--- src/rtl/ptmr_pkg.sv ---
// Shared constants and the control register layout for the prescaled timer.
// Assumes a byte-wide bus and a 3-bit ratio field, so the divider is 8 bits.
package ptmr_pkg;
    localparam int unsigned BUS_W   = 8;
    localparam int unsigned ADDR_W  = 2;
    localparam int unsigned RATIO_W = 3;
    localparam int unsigned LANES   = 2;

    localparam logic [ADDR_W-1:0] ADR_CTRL  = 2'd0;
    localparam logic [ADDR_W-1:0] ADR_CNTLO = 2'd1;
    localparam logic [ADDR_W-1:0] ADR_CNTHI = 2'd2;
    localparam logic [ADDR_W-1:0] ADR_IRQ   = 2'd3;

    typedef struct packed {
        logic               run;
        logic               narrow;
        logic               ext_src;
        logic               fall_edge;
        logic               bypass;
        logic [RATIO_W-1:0] ratio;
    } ctrl_t;
endpackage

--- src/rtl/ptmr_tick_src.sv ---
// Source selection for the timer. The external input is synchronized,
// then one of its edges is detected. Otherwise every clock is a tick.
// Assumes ext_pin is asynchronous. The synchronizer always runs, so it
// holds a settled value when the source is switched.
module ptmr_tick_src #(
    parameter int unsigned SYNC_STAGES = 2
) (
    input  logic clk,
    input  logic rst_n,
    input  logic ext_pin,
    input  logic use_ext,
    input  logic fall_sel,
    output logic src_tick
);
    localparam int unsigned CHAIN_W = SYNC_STAGES + 1;

    logic [CHAIN_W-1:0] chain_q;
    logic               synced;
    logic               prior;
    logic               rise_seen;
    logic               fall_seen;

    // Shift the pin through the synchronizer plus one history stage.
    always_ff @(posedge clk) begin
        if (!rst_n) begin
            chain_q <= '0;
        end else begin
            chain_q <= {chain_q[CHAIN_W-2:0], ext_pin};
        end
    end

    // Compare the synchronized level with its previous value.
    always_comb begin
        synced    = chain_q[CHAIN_W-2];
        prior     = chain_q[CHAIN_W-1];
        rise_seen = synced & ~prior;
        fall_seen = ~synced & prior;
        if (use_ext) begin
            src_tick = fall_sel ? fall_seen : rise_seen;
        end else begin
            src_tick = 1'b1;
        end
    end
endmodule

--- src/rtl/ptmr_prescaler.sv ---
// Hidden power-of-two divider. It counts gated source ticks and emits a
// step each time it reaches the limit for the selected ratio.
// Assumes clear and bypass hold it at zero. The comparison is ">=", so a
// count left above a newly lowered limit wraps on the next tick.
module ptmr_prescaler #(
    parameter int unsigned RATIO_W = 3
) (
    input  logic               clk,
    input  logic               rst_n,
    input  logic               tick_en,
    input  logic               bypass,
    input  logic [RATIO_W-1:0] ratio,
    input  logic               clear,
    output logic               step
);
    localparam int unsigned PRE_W = 1 << RATIO_W;
    localparam logic [RATIO_W-1:0] TOP_SHIFT = RATIO_W'(PRE_W - 1);

    logic [PRE_W-1:0] pre_q;
    logic [PRE_W-1:0] limit;
    logic             reached;

    // Derive the wrap limit 2^(ratio+1)-1 and the step output.
    always_comb begin
        limit   = {PRE_W{1'b1}} >> (TOP_SHIFT - ratio);
        reached = (pre_q >= limit);
        step    = bypass ? tick_en : (tick_en & reached);
    end

    // Advance or clear the hidden divider count.
    always_ff @(posedge clk) begin
        if (!rst_n) begin
            pre_q <= '0;
        end else if (clear || bypass) begin
            pre_q <= '0;
        end else if (tick_en) begin
            pre_q <= reached ? '0 : pre_q + 1'b1;
        end
    end
endmodule

--- src/rtl/ptmr_counter.sv ---
// Byte-lane up-counter with a selectable wrap width. Lane 0 always counts.
// Higher lanes count only in full-width mode, via a ripple carry.
// Assumes a load on any lane blocks the increment of all lanes in that
// cycle, and that wrap is then low.
module ptmr_counter #(
    parameter int unsigned BYTE_W = 8,
    parameter int unsigned LANES  = 2
) (
    input  logic                    clk,
    input  logic                    rst_n,
    input  logic                    step,
    input  logic                    narrow,
    input  logic [LANES-1:0]        load,
    input  logic [BYTE_W-1:0]       load_val,
    output logic [LANES*BYTE_W-1:0] count,
    output logic                    wrap
);
    logic [LANES:0]   carry;
    logic [LANES-1:0] lane_full;
    logic             loading;

    // A load on any lane suppresses counting this cycle.
    always_comb begin
        loading  = |load;
        carry[0] = step & ~loading;
    end

    for (genvar g = 0; g < LANES; g++) begin : g_lane
        logic [BYTE_W-1:0] lane_q;
        logic              lane_go;

        // Lane g counts on its carry. Upper lanes are frozen in narrow mode.
        always_comb begin
            lane_full[g] = &lane_q;
            if (g == 0) begin
                lane_go = carry[g];
            end else begin
                lane_go = carry[g] & ~narrow;
            end
            carry[g+1] = lane_go & lane_full[g];
        end

        // Update one byte lane: a load wins over an increment.
        always_ff @(posedge clk) begin
            if (!rst_n) begin
                lane_q <= '0;
            end else if (load[g]) begin
                lane_q <= load_val;
            end else if (lane_go) begin
                lane_q <= lane_q + 1'b1;
            end
        end

        assign count[g*BYTE_W +: BYTE_W] = lane_q;
    end

    // Overflow leaves lane 0 in narrow mode and the top lane otherwise.
    always_comb begin
        wrap = narrow ? carry[1] : carry[LANES];
    end
endmodule

--- src/rtl/prescaled_timer.sv ---
// Top level of the prescaled timer. It decodes the register bus, holds the
// control, flag and enable bits, and chains the source, divider and counter.
// Assumes single-cycle bus writes and a combinational read of the addressed
// register. The flag is set by overflow and written only by software.
module prescaled_timer
    import ptmr_pkg::*;
#(
    parameter int unsigned SYNC_STAGES = 2
) (
    input  logic              clk,
    input  logic              rst_n,
    input  logic              sleep,
    input  logic              ext_in,
    input  logic              bus_we,
    input  logic [ADDR_W-1:0] bus_addr,
    input  logic [BUS_W-1:0]  bus_wdata,
    output logic [BUS_W-1:0]  bus_rdata,
    output logic              irq
);
    localparam int unsigned CNT_W = LANES * BUS_W;

    ctrl_t            ctrl_q;
    logic             flag_q;
    logic             en_q;
    logic             wr_ctrl;
    logic             wr_irq;
    logic [LANES-1:0] wr_cnt;
    logic             src_tick;
    logic             tick_en;
    logic             step;
    logic             wrap;
    logic [CNT_W-1:0] count_q;

    // Decode the write strobe per register.
    always_comb begin
        wr_ctrl   = bus_we && (bus_addr == ADR_CTRL);
        wr_irq    = bus_we && (bus_addr == ADR_IRQ);
        wr_cnt[0] = bus_we && (bus_addr == ADR_CNTLO);
        wr_cnt[1] = bus_we && (bus_addr == ADR_CNTHI);
    end

    // Gate source ticks with the run bit and the sleep input.
    always_comb begin
        tick_en = src_tick & ctrl_q.run & ~sleep;
    end

    ptmr_tick_src #(
        .SYNC_STAGES(SYNC_STAGES)
    ) u_src (
        .clk     (clk),
        .rst_n   (rst_n),
        .ext_pin (ext_in),
        .use_ext (ctrl_q.ext_src),
        .fall_sel(ctrl_q.fall_edge),
        .src_tick(src_tick)
    );

    ptmr_prescaler #(
        .RATIO_W(RATIO_W)
    ) u_pre (
        .clk    (clk),
        .rst_n  (rst_n),
        .tick_en(tick_en),
        .bypass (ctrl_q.bypass),
        .ratio  (ctrl_q.ratio),
        .clear  (|wr_cnt),
        .step   (step)
    );

    ptmr_counter #(
        .BYTE_W(BUS_W),
        .LANES (LANES)
    ) u_cnt (
        .clk     (clk),
        .rst_n   (rst_n),
        .step    (step),
        .narrow  (ctrl_q.narrow),
        .load    (wr_cnt),
        .load_val(bus_wdata),
        .count   (count_q),
        .wrap    (wrap)
    );

    // Hold the control register.
    always_ff @(posedge clk) begin
        if (!rst_n) begin
            ctrl_q <= '0;
        end else if (wr_ctrl) begin
            ctrl_q <= ctrl_t'(bus_wdata);
        end
    end

    // Set the flag on overflow. A software write may change it, but an
    // overflow in the same cycle keeps it set.
    always_ff @(posedge clk) begin
        if (!rst_n) begin
            flag_q <= 1'b0;
            en_q   <= 1'b0;
        end else begin
            flag_q <= wrap | (wr_irq ? bus_wdata[0] : flag_q);
            if (wr_irq) begin
                en_q <= bus_wdata[1];
            end
        end
    end

    // Return the addressed register and drive the masked interrupt.
    always_comb begin
        unique case (bus_addr)
            ADR_CTRL:  bus_rdata = ctrl_q;
            ADR_CNTLO: bus_rdata = count_q[BUS_W-1:0];
            ADR_CNTHI: bus_rdata = count_q[CNT_W-1:BUS_W];
            default:   bus_rdata = {{(BUS_W-2){1'b0}}, en_q, flag_q};
        endcase
        irq = flag_q & en_q;
    end
endmodule

--- config.mk ---
export PLATFORM = sky130hd
export DESIGN_NAME = prescaled_timer
export DESIGN_NICKNAME = d
export VERILOG_FILES = /design/src/rtl/ptmr_pkg.sv /design/src/rtl/ptmr_tick_src.sv /design/src/rtl/ptmr_prescaler.sv /design/src/rtl/ptmr_counter.sv /design/src/rtl/prescaled_timer.sv
export SDC_FILE = /design/constraint.sdc
export NUM_CORES = 1
export LEC_CHECK = 0
export ABC_AREA = 1
export BUFFER_PORTS_ARGS = -buffer_cell sky130_fd_sc_hd__buf_2
export CAP_MARGIN = 15
export CORE_MARGIN = 1.5
export CORE_UTILIZATION = 35
export CTS_CLUSTER_DIAMETER = 80
export CTS_CLUSTER_SIZE = 28
export DETAILED_ROUTE_END_ITERATION = 8
export PLACE_DENSITY = 0.49
export SKIP_CTS_REPAIR_TIMING = 1
export SYNTH_ARGS = -nofsm -noshare
export SYNTH_HDL_FRONTEND = slang
export SYNTH_HIERARCHICAL = 1
export SYNTH_SLANG_ARGS = --single-unit
--- constraint.sdc ---
create_clock -name clk -period 4 [get_ports clk]
set_input_delay 0.4 -clock clk [delete_from_list [all_inputs] [get_ports clk]]
set_output_delay 0.4 -clock clk [all_outputs]
set_load 0.03 [all_outputs]
==> flow_summary_export.csv, run 1 <==
group,metric,value,unit
setup_path,cp.required,4.22,ns
synth,synth_xor_area_share,1.85,%
timing,tns,0,ns
synth,yosysMostFrequentCell,"nand2_1",
setup_path,crit_arrival,2.55,ns
synth,synth_area,0.00237,sq mm
timing,maxSlewHeadroom,38.5,%
timing,rsz0062_at_grt,"no",
finish,nets,414,
synth,synth_top_family_by_area,"simple AND/OR/NAND/NOR gates",
setup_path,worst_setup_path_start_kind,"input pin",
synth,synth.largest_area_cell,"dfxtp_1",
floorplan,initial_utilization,36.7,%
synth,yosys.area_share.adder,5.28,%
timing,final-hold-violation-count,0,
global_route,met2_usage,31.0,%
synth,ys_seq_elements,37,
floorplan,row_count,29,
setup_path,worstSetupStartpoint,"bus_addr[1]",
route,vias,2321,
status,status,"finished with violations",
global_route,grt_pass1_wl,10.8,mm
timing,hold_slack,0.288,ns
floorplan,die_x,85.3,um
run,drv_cap,0,
hold_path,min_to,"u_src/chain_q[0]$_SDFF_PN0_",
setup_path,cp_max_fo,13,
timing,worstMarginPinSlew,0.920,ns
timing,final_max_slew_viol_count,0,
floorplan,dieArea,0.00727,sq mm
global_route,first_global_vias,2242,
place,dp_hpwl,4.76,mm
timing,fmax,429,MHz
floorplan,io_pins,24,
finish,diodes,0,
place,place_congestion,0.859,
clock_tree,clock_latency,0.29,ns
global_route,grtUsageMet1,25.9,%
synth,synth-simple-area-share,41.4,%
synth,ys_seq_area_share,31.3,%
timing,fin_skew,0.00797,ns
synth,synth-edff-count,0,
route,finalWirelength,6.28,mm
pwr,p_leak,1.17,nW
setup_path,rr_startpoint,"ctrl_q[2]$_SDFFE_PN0P_",
synth,synth.net_count,390,
timing,final.period_utilization,58.3,%
route,dr.pass1.iters,6,
route,wl_per_cell,13.4,um
pwr,p_per_area,329,mW/mm^2
finish,drive_above_1_share,14.6,%
setup_path,critical_path.top_delay_family,"simple AND/OR/NAND/NOR gates",
global_route,grt_usage,18.9,%
global_route,antenna_found_initial,0,
finish,fillers,726,
hold_path,min_path_type,"input pin to register",
global_route,gr-total-overflow,0,
route,avgViaCountPerCell,4.97,
clock_tree,cts_tree,"yes",
clock_tree,clock-sinks,37,
clock_tree,clk_pin_slew,0.08,ns
place,portBuffers,23,
synth,yosys_warnings,6,
synth,ys_top_cells_by_area,"dfxtp_1 (31%), nand2_1 (18%), nor2_1 (7.3%)",
pwr,ir_drop,0.155,mV
finish,syn2layout_area_growth,12.6,%
synth,synthMuxAreaShare,0.422,%
status,violations,"DRC",
synth,synth_commonest_cells,"nand2_1 (116), nor2_1 (46), dfxtp_1 (37)",
setup_path,reg2reg_to,"u_cnt/g_lane[1].lane_q[0]$_SDFFE_PN0P_",
synth,dominantRegCellSynth,"dfxtp_1",
setup_path,cp_cell_sequence,"buf_2, inv_2, nor2_4, inv_2, nor2_1, inv_2, nand2_1, nand2_1, inv_2, nand2_1, nand2_1, inv_1, a21oi_1",
finish,design_area,0.00267,sq mm
synth,synth_top_area_share,31.3,%
route,dr.first_iter.drc_count,103,
floorplan,die_h,85.3,um
hold_path,min_delay_path_depth,3,
place,placed_cell_area,0.00253,sq mm
synth,ys_types,33,
synth,synth_cells,365,
global_route,busiest_layer,"met2",
clock_tree,cts_root_buf,"clkbuf_8",
setup_path,slowest_delay,0.70,ns
setup_path,ff2ff_path_depth,15,
route,detail-route-antenna-nets,0,
synth,synth_area_per_cell,6.49,sq um
hold_path,hp-start,"ext_in",
setup_path,r2r_setup_slack,1.71,ns
synth,synth-async-reset-ratio,0,%
global_route,met3_usage,2.82,%
global_route,grt_max_degree,19,
timing,setup_viol,0,
floorplan,core-area,0.00646,sq mm
route,drc,1,
setup_path,endpoint_kind,"register",
setup_path,worst-path-buf-inv,6,
clock_tree,clock_path_buffers,2,
clock_tree,cts.htree.levels,2,
clock_tree,cts_buffers,5,
setup_path,worst-setup-path-type,"input pin to register",
setup_path,cpMaxStageDelayCell,"nor2_1",
finish,fin_util,41.3,%
synth,synth-compound-area-share,10.9,%
timing,fin_crit,2.33,ns
[how the worst max path moves through the flow]
stage                                                   to  depth (start not counted)
floorplan           u_cnt/g_lane[1].lane_q[0]$_SDFFE_PN0P_                         15
global placement    u_cnt/g_lane[0].lane_q[6]$_SDFFE_PN0P_                         13
detailed placement  u_cnt/g_lane[0].lane_q[6]$_SDFFE_PN0P_                         13
CTS                 u_cnt/g_lane[1].lane_q[1]$_SDFFE_PN0P_                         15
global route        u_cnt/g_lane[0].lane_q[6]$_SDFFE_PN0P_                         13
finish              u_cnt/g_lane[0].lane_q[6]$_SDFFE_PN0P_                         13
[registers in the layout, summed over array words and instances, names as in the netlist]
| register | count |
|---|---|
| u_cnt/g_lane.lane_q | 16 |
| ctrl_q | 8 |
| u_pre/pre_q | 8 |
| u_src/chain_q | 3 |
| en_q | 1 |
| flag_q | 1 |
[worst min-delay path: stages]
cell and delay (ns):
buf_2 0.07, nand2_1 0.04, inv_1 0.04
[kinds of logic (layout without fill, tap and decap cells)]
| group | count (synthesis) | after routing |
|---|---|---|
| fa+ha+maj | 10 | 10 |
| mux | 1 | 1 |
| simple gates | 218 | 218 |
| buf+inv | 50 | 75 |
| compound gates | 44 | 44 |
| xor+xnor | 5 | 5 |
| flops | 37 | 37 |
[routing by layer]
layer	vias to the layer above	part of all wire, %
li1	1221	-
met3	7	2.8
met5	-	0
met1	1063	51
met4	0	1.2
met2	30	45
[through the flow]
step | total power [mW] | setup slack, ns | cells
after floorplan | 0.461 | 2.11 | 365
after global placement | 0.493 | 1.53 | 459
after detailed placement | 0.494 | 1.42 | 459
after CTS | 0.888 | 1.72 | 467
after global routing | 0.922 | 1.45 | 467
final | 0.877 | 1.67 | 467
[power breakdown]
group          switching, mW  internal, mW  total (mW)
combinational         0.0616        0.0298      0.0914
sequential            0.0138         0.379       0.393
clock                  0.145         0.248       0.393
total                  0.220         0.657       0.877
[area by class of cell]
cell class	count	area, sq um	area share [%]
Multi-Input combinational cell	278	1420	53.1
Sequential cell	37	741	27.8
Inverter	44	165	6.19
Timing Repair Buffer	23	115	4.31
Tap cell	77	96.3	3.61
Clock buffer	5	68.8	2.58
Clock inverter	3	65.1	2.44
[placed cells by master, fill, tap and decap left out, drive strengths merged]
| cell type | instances |
|---|---|
| dfxtp | 37 |
| clkbuf | 5 |
| nand3 | 35 |
| inv | 44 |
| buf | 23 |
| o21ai | 17 |
| nor3b | 2 |
| clkinv | 1 |
| nor3 | 2 |
| o21bai | 4 |
| nor2 | 52 |
| bufinv | 2 |
| o211ai | 3 |
| or2 | 1 |
| ha | 10 |
| a21oi | 14 |
| xor2 | 4 |
| nand4 | 6 |
| a21o | 1 |
| a31oi | 5 |
| mux2i | 1 |
| nand2 | 120 |
| xnor2 | 1 |
Note: power is estimated with default switching activity, not from simulation.
==> inputs of run 2 (changes only) <==
Settings changed: PLACE_DENSITY 0.49 to 0.51.
Clock period 4 ns to 2.1 ns, I/O delays scaled along.
==> flow_summary_export.csv, run 2 (same netlist as run 1, synthesis figures left out) <==
group,metric,value,unit
hold_path,min_path_type,"input pin to register",
global_route,grt_usage,18.3,%
pwr,p_leak,1.21,nW
timing,maxSlewHeadroom,65.2,%
hold_path,hp-start,"ext_in",
timing,final.period_utilization,94.6,%
finish,fillers,710,
run,drv_cap,0,
setup_path,cp_max_fo,8,
setup_path,rr_startpoint,"ctrl_q[2]$_SDFFE_PN0P_",
finish,regMostFlops,"u_cnt/g_lane.lane_q",
floorplan,die_x,85.3,um
status,violations,"DRC",
clock_tree,cts.htree.levels,2,
clock_tree,cts_root_buf,"clkbuf_8",
timing,setup_viol,0,
timing,fin_skew,0.00236,ns
setup_path,crit_arrival,2.17,ns
setup_path,cpMaxStageDelayCell,"dfxtp_4",
global_route,first_global_vias,2117,
finish,largest_register_ffs,16,
route,detail-route-antenna-nets,0,
route,wl_per_cell,13.2,um
place,dp_hpwl,4.77,mm
setup_path,cp_cell_sequence,"nand3_2, ha_4, nand2_1, a21oi_2, nor2_1, nand2_1, nand2_2, nand2_2, nand2_4, nor2_4, nand3_4, nand2_8, inv_4, nor2_1, nor2_1",
pwr,ir_drop,0.263,mV
finish,finalNonFillerCells,476,
status,status,"finished with violations",
floorplan,dieArea,0.00727,sq mm
floorplan,row_count,29,
timing,fmax,503,MHz
finish,nets,423,
finish,reg_top3,"u_cnt/g_lane.lane_q (16), ctrl_q (8), u_pre/pre_q (8)",
pwr,p_per_area,538,mW/mm^2
route,avgViaCountPerCell,4.79,
timing,tns,0,ns
setup_path,worst-setup-path-type,"register to register",
setup_path,slowest_delay,0.40,ns
place,place_congestion,0.812,
global_route,grt_pass1_wl,10.4,mm
clock_tree,clk_pin_slew,0.08,ns
floorplan,die_h,85.3,um
floorplan,io_pins,24,
clock_tree,clock_path_buffers,2,
finish,syn2layout_area_growth,17.4,%
global_route,gr-total-overflow,0,
floorplan,initial_utilization,36.7,%
timing,final-hold-violation-count,0,
clock_tree,cts_tree,"yes",
clock_tree,cts_buffers,5,
place,portBuffers,23,
setup_path,critPathMostFrequentCell,"nor2_1",
global_route,grt_max_degree,19,
global_route,antenna_found_initial,0,
route,dr.first_iter.drc_count,108,
setup_path,worstSetupStartpoint,"ctrl_q[2]$_SDFFE_PN0P_",
route,dr.pass1.iters,6,
setup_path,endpoint_kind,"register",
timing,rsz0062_at_grt,"yes",
setup_path,cp.required,2.29,ns
clock_tree,clock-sinks,37,
timing,worstMarginPinSlew,0.522,ns
clock_tree,clock_latency,0.29,ns
timing,layout_setup_ws,0.113,ns
place,pre_cts_slack,-0.0117,ns
place,dp_cells,467,
timing,final_max_slew_viol_count,0,
timing,fin_crit,1.99,ns
finish,mostFrequentLayoutCell,"nand2_1",
route,vias,2279,
finish,final_cell_mix,"nand2_1 (113), nor2_1 (45), inv_1 (35)",
finish,diodes,0,
route,drc,1,
setup_path,worst_setup_path_start_kind,"register",
finish,drive_above_1_share,20.3,%
floorplan,core-area,0.00646,sq mm
route,finalWirelength,6.31,mm
==> run 2: layer usage <==
| layer | GRT usage (%) | share of wire [%] |
|---|---|---|
| met1 | 25.4 | 48 |
| met2 | 29.7 | 47 |
| met3 | 2.82 | 3.6 |
| met4 | 4.84 | 0.86 |
| met5 | 0 | 0 |
==> run 2: final cells by class <==
type                    count  area (sq um)  area share (%)
inverters                  44           168            6.03
repair buffers             32           183            6.56
clock inverters             1          5.00           0.180
clock buffers               7          96.3            3.46
multi-input cells         278          1480            53.3
flip-flops and latches     37           752            27.0
well taps                  77          96.3            3.46
==> run 2: worst max-delay path, delay by kind of cell, from the launching register on <==
family / cells / cell delay (ns)
DFF: 1 / 0.40
and+or+nand+nor: 12 / 1.06
adders and majority gates: 1 / 0.27
AOI/OAI and AO/OA: 1 / 0.10
buffers and inverters: 1 / 0.04
==> run 2: worst paths after layout <==
kind                                                                to  slack [ns]  cells after the start
worst min register to register             u_src/chain_q[1]$_SDFF_PN0_        0.41                      2
worst max-delay path            u_cnt/g_lane[1].lane_q[1]$_SDFFE_PN0P_        0.11                     15
worst min-delay path                       u_src/chain_q[0]$_SDFF_PN0_         0.1                      3
worst max register to register  u_cnt/g_lane[1].lane_q[1]$_SDFFE_PN0P_        0.11                     15
==> run 2: where the power goes <==
group	total (mW)	internal, mW	switching [mW]	leakage, nW
sequential	0.748	0.721	0.0269	0.303
clock	0.560	0.297	0.263	0.0542
combinational	0.190	0.0667	0.123	0.854
total	1.50	1.08	0.414	1.21
==> run 2: stage by stage <==
stage | instance area [sq um] | total power [mW] | hold slack, ns | util, %
after CTS | 2700 | 1.52 | 0.0908 | 41.7
after global placement | 2590 | 0.950 | 0.393 | 40.2
after floorplan | 2370 | 0.878 | 0.303 | -
after global routing | 2780 | 1.58 | 0.0965 | 43.1
final | 2780 | 1.50 | 0.0990 | 43.1
after detailed placement | 2590 | 0.950 | 0.395 | 40.2
==> inputs of run 3 (changes only) <==
==> constraint.sdc (replaced) <==
create_clock -name clk -period 2.1 [get_ports clk]
set_input_delay 0.315 -clock clk [delete_from_list [all_inputs] [get_ports clk]]
set_output_delay 0.315 -clock clk [all_outputs]
set_load 0.03 [all_outputs]
==> flow_summary_export.csv, run 3 (same netlist as run 1, synthesis figures left out) <==
group,metric,value,unit
setup_path,cp_cell_sequence,"nand3_2, ha_4, nand2_2, nor2_1, nand2_1, nand2_1, nand2_2, nand2_2, nand2_4, nor2_4, nand3_4, nand2_8, nand2_1, a21oi_1",
route,drc,1,
route,vias,2357,
clock_tree,clk_pin_slew,0.08,ns
setup_path,worstSetupStartpoint,"ctrl_q[2]$_SDFFE_PN0P_",
floorplan,die_x,85.3,um
setup_path,worst-setup-path-type,"register to register",
finish,final_cell_mix,"nand2_1 (111), nor2_1 (43), inv_1 (35)",
setup_path,rr_startpoint,"ctrl_q[2]$_SDFFE_PN0P_",
run,drv_cap,0,
setup_path,cp_max_fo,8,
place,portBuffers,23,
finish,largest_register_ffs,16,
timing,fin_skew,0.00681,ns
setup_path,ff2ff_path_depth,14,
timing,fin_crit,2.04,ns
place,dp_hpwl,4.68,mm
route,dr.pass1.iters,7,
status,status,"finished with violations",
setup_path,slowest_delay,0.41,ns
global_route,grt_pass1_wl,10.6,mm
finish,regMostFlops,"u_cnt/g_lane.lane_q",
clock_tree,clock_latency,0.29,ns
finish,nets,423,
global_route,grt_max_degree,19,
timing,tns,0,ns
route,detail-route-antenna-nets,0,
setup_path,crit_arrival,2.25,ns
floorplan,initial_utilization,36.7,%
global_route,grt_usage,18.3,%
place,placed_cell_area,0.00258,sq mm
timing,final.period_utilization,97.1,%
route,wl_per_cell,13.1,um
finish,reg_top3,"u_cnt/g_lane.lane_q (16), ctrl_q (8), u_pre/pre_q (8)",
clock_tree,cts.htree.levels,2,
hold_path,min_path_type,"input pin to register",
route,finalWirelength,6.23,mm
setup_path,reg2reg_to,"u_cnt/g_lane[1].lane_q[3]$_SDFFE_PN0P_",
route,dr.first_iter.drc_count,116,
pwr,ir_drop,0.215,mV
timing,maxSlewHeadroom,67.6,%
finish,drive_above_1_share,21.1,%
floorplan,dieArea,0.00727,sq mm
timing,final-hold-violation-count,0,
clock_tree,clock_path_buffers,2,
pwr,p_leak,1.22,nW
clock_tree,cts_buffers,5,
finish,fillers,687,
route,avgViaCountPerCell,4.95,
setup_path,endpoint_kind,"register",
floorplan,row_count,29,
finish,design_area,0.00282,sq mm
setup_path,r2r_setup_slack,0.06,ns
timing,fmax,490,MHz
finish,diodes,0,
global_route,antenna_found_initial,0,
status,violations,"DRC",
place,place_congestion,0.815,
floorplan,io_pins,24,
clock_tree,cts_tree,"yes",
global_route,first_global_vias,2247,
timing,worstMarginPinSlew,0.486,ns
floorplan,die_h,85.3,um
setup_path,cpMaxStageDelayCell,"dfxtp_4",
global_route,gr-total-overflow,0,
finish,multi_input_area,0.00150,sq mm
pwr,p_per_area,564,mW/mm^2
timing,setup_viol,0,
clock_tree,cts_root_buf,"clkbuf_8",
timing,rsz0062_at_grt,"yes",
setup_path,cp.required,2.31,ns
setup_path,critPathCapture,"u_cnt/g_lane[1].lane_q[3]$_SDFFE_PN0P_",
timing,final_max_slew_viol_count,0,
finish,syn2layout_area_growth,19.0,%
clock_tree,clock-sinks,37,
floorplan,core-area,0.00646,sq mm
setup_path,worst_setup_path_start_kind,"register",
finish,final-seq-area,752,sq um
finish,mostFrequentLayoutCell,"nand2_1",
==> run 3: cell count changes in the layout (fill, tap and decap cells not counted), sizes merged <==
cell	change
bufinv	+1
clkinv	-1
==> run 3: power by group <==
part	switching [mW]	internal [mW]	total, mW
clock network	0.263	0.388	0.651
logic	0.123	0.0672	0.191
registers	0.0271	0.721	0.748
total	0.414	1.18	1.59
==> run 3: layer usage <==
layer / share of wire [%] / global-route usage (%)
met4: 0.92 / 4.84
met1: 47 / 24.5
met3: 5.1 / 3.21
met2: 47 / 30.5
met5: 0 / 0
==> run 3: area by class of cell <==
type	count	area share [%]
sequential	37	26.7
tap	77	3.42
inverter	44	5.95
multi-input combinational	278	53.2
clock inverter	1	1.06
timing repair buffer	32	6.61
clock buffer	7	3.06
==> run 3: worst min path at each step <==
stage / start / to / slack, ns / cells after the start
after floorplan: u_src/chain_q[0]$_SDFF_PN0_ / u_src/chain_q[1]$_SDFF_PN0_ / 0.39 / 2
after global routing: ext_in / u_src/chain_q[0]$_SDFF_PN0_ / 0.22 / 3
after CTS: ext_in / u_src/chain_q[0]$_SDFF_PN0_ / 0.20 / 3
after detailed placement: u_src/chain_q[0]$_SDFF_PN0_ / u_src/chain_q[1]$_SDFF_PN0_ / 0.39 / 2
after global placement: u_src/chain_q[0]$_SDFF_PN0_ / u_src/chain_q[1]$_SDFF_PN0_ / 0.39 / 2
final: ext_in / u_src/chain_q[0]$_SDFF_PN0_ / 0.21 / 3
==> run 3: critical path, delay by kind of cell (launching register included) <==
kind                     cells  cell delay (ns)
AND/OR/NAND/NOR             12             1.11
flip-flops                   1             0.41
AO/OA/AOI/OAI                1             0.15
adder cells (fa/ha/maj)      1             0.28
==> run 3: metrics by stage <==
stage	cells	hold slack [ns]	utilization, %	power [mW]	worst slack [ns]
2_1_floorplan	365	0.386	-	0.878	0.212
3_3_place_gp	465	0.392	39.9	0.947	0.0192
3_5_place_dp	465	0.395	39.9	0.946	0.00612
4_1_cts	473	0.200	41.7	1.60	-0.0184
5_1_grt	476	0.221	43.7	1.66	-0.0980
6_report	476	0.208	43.7	1.59	0.0612
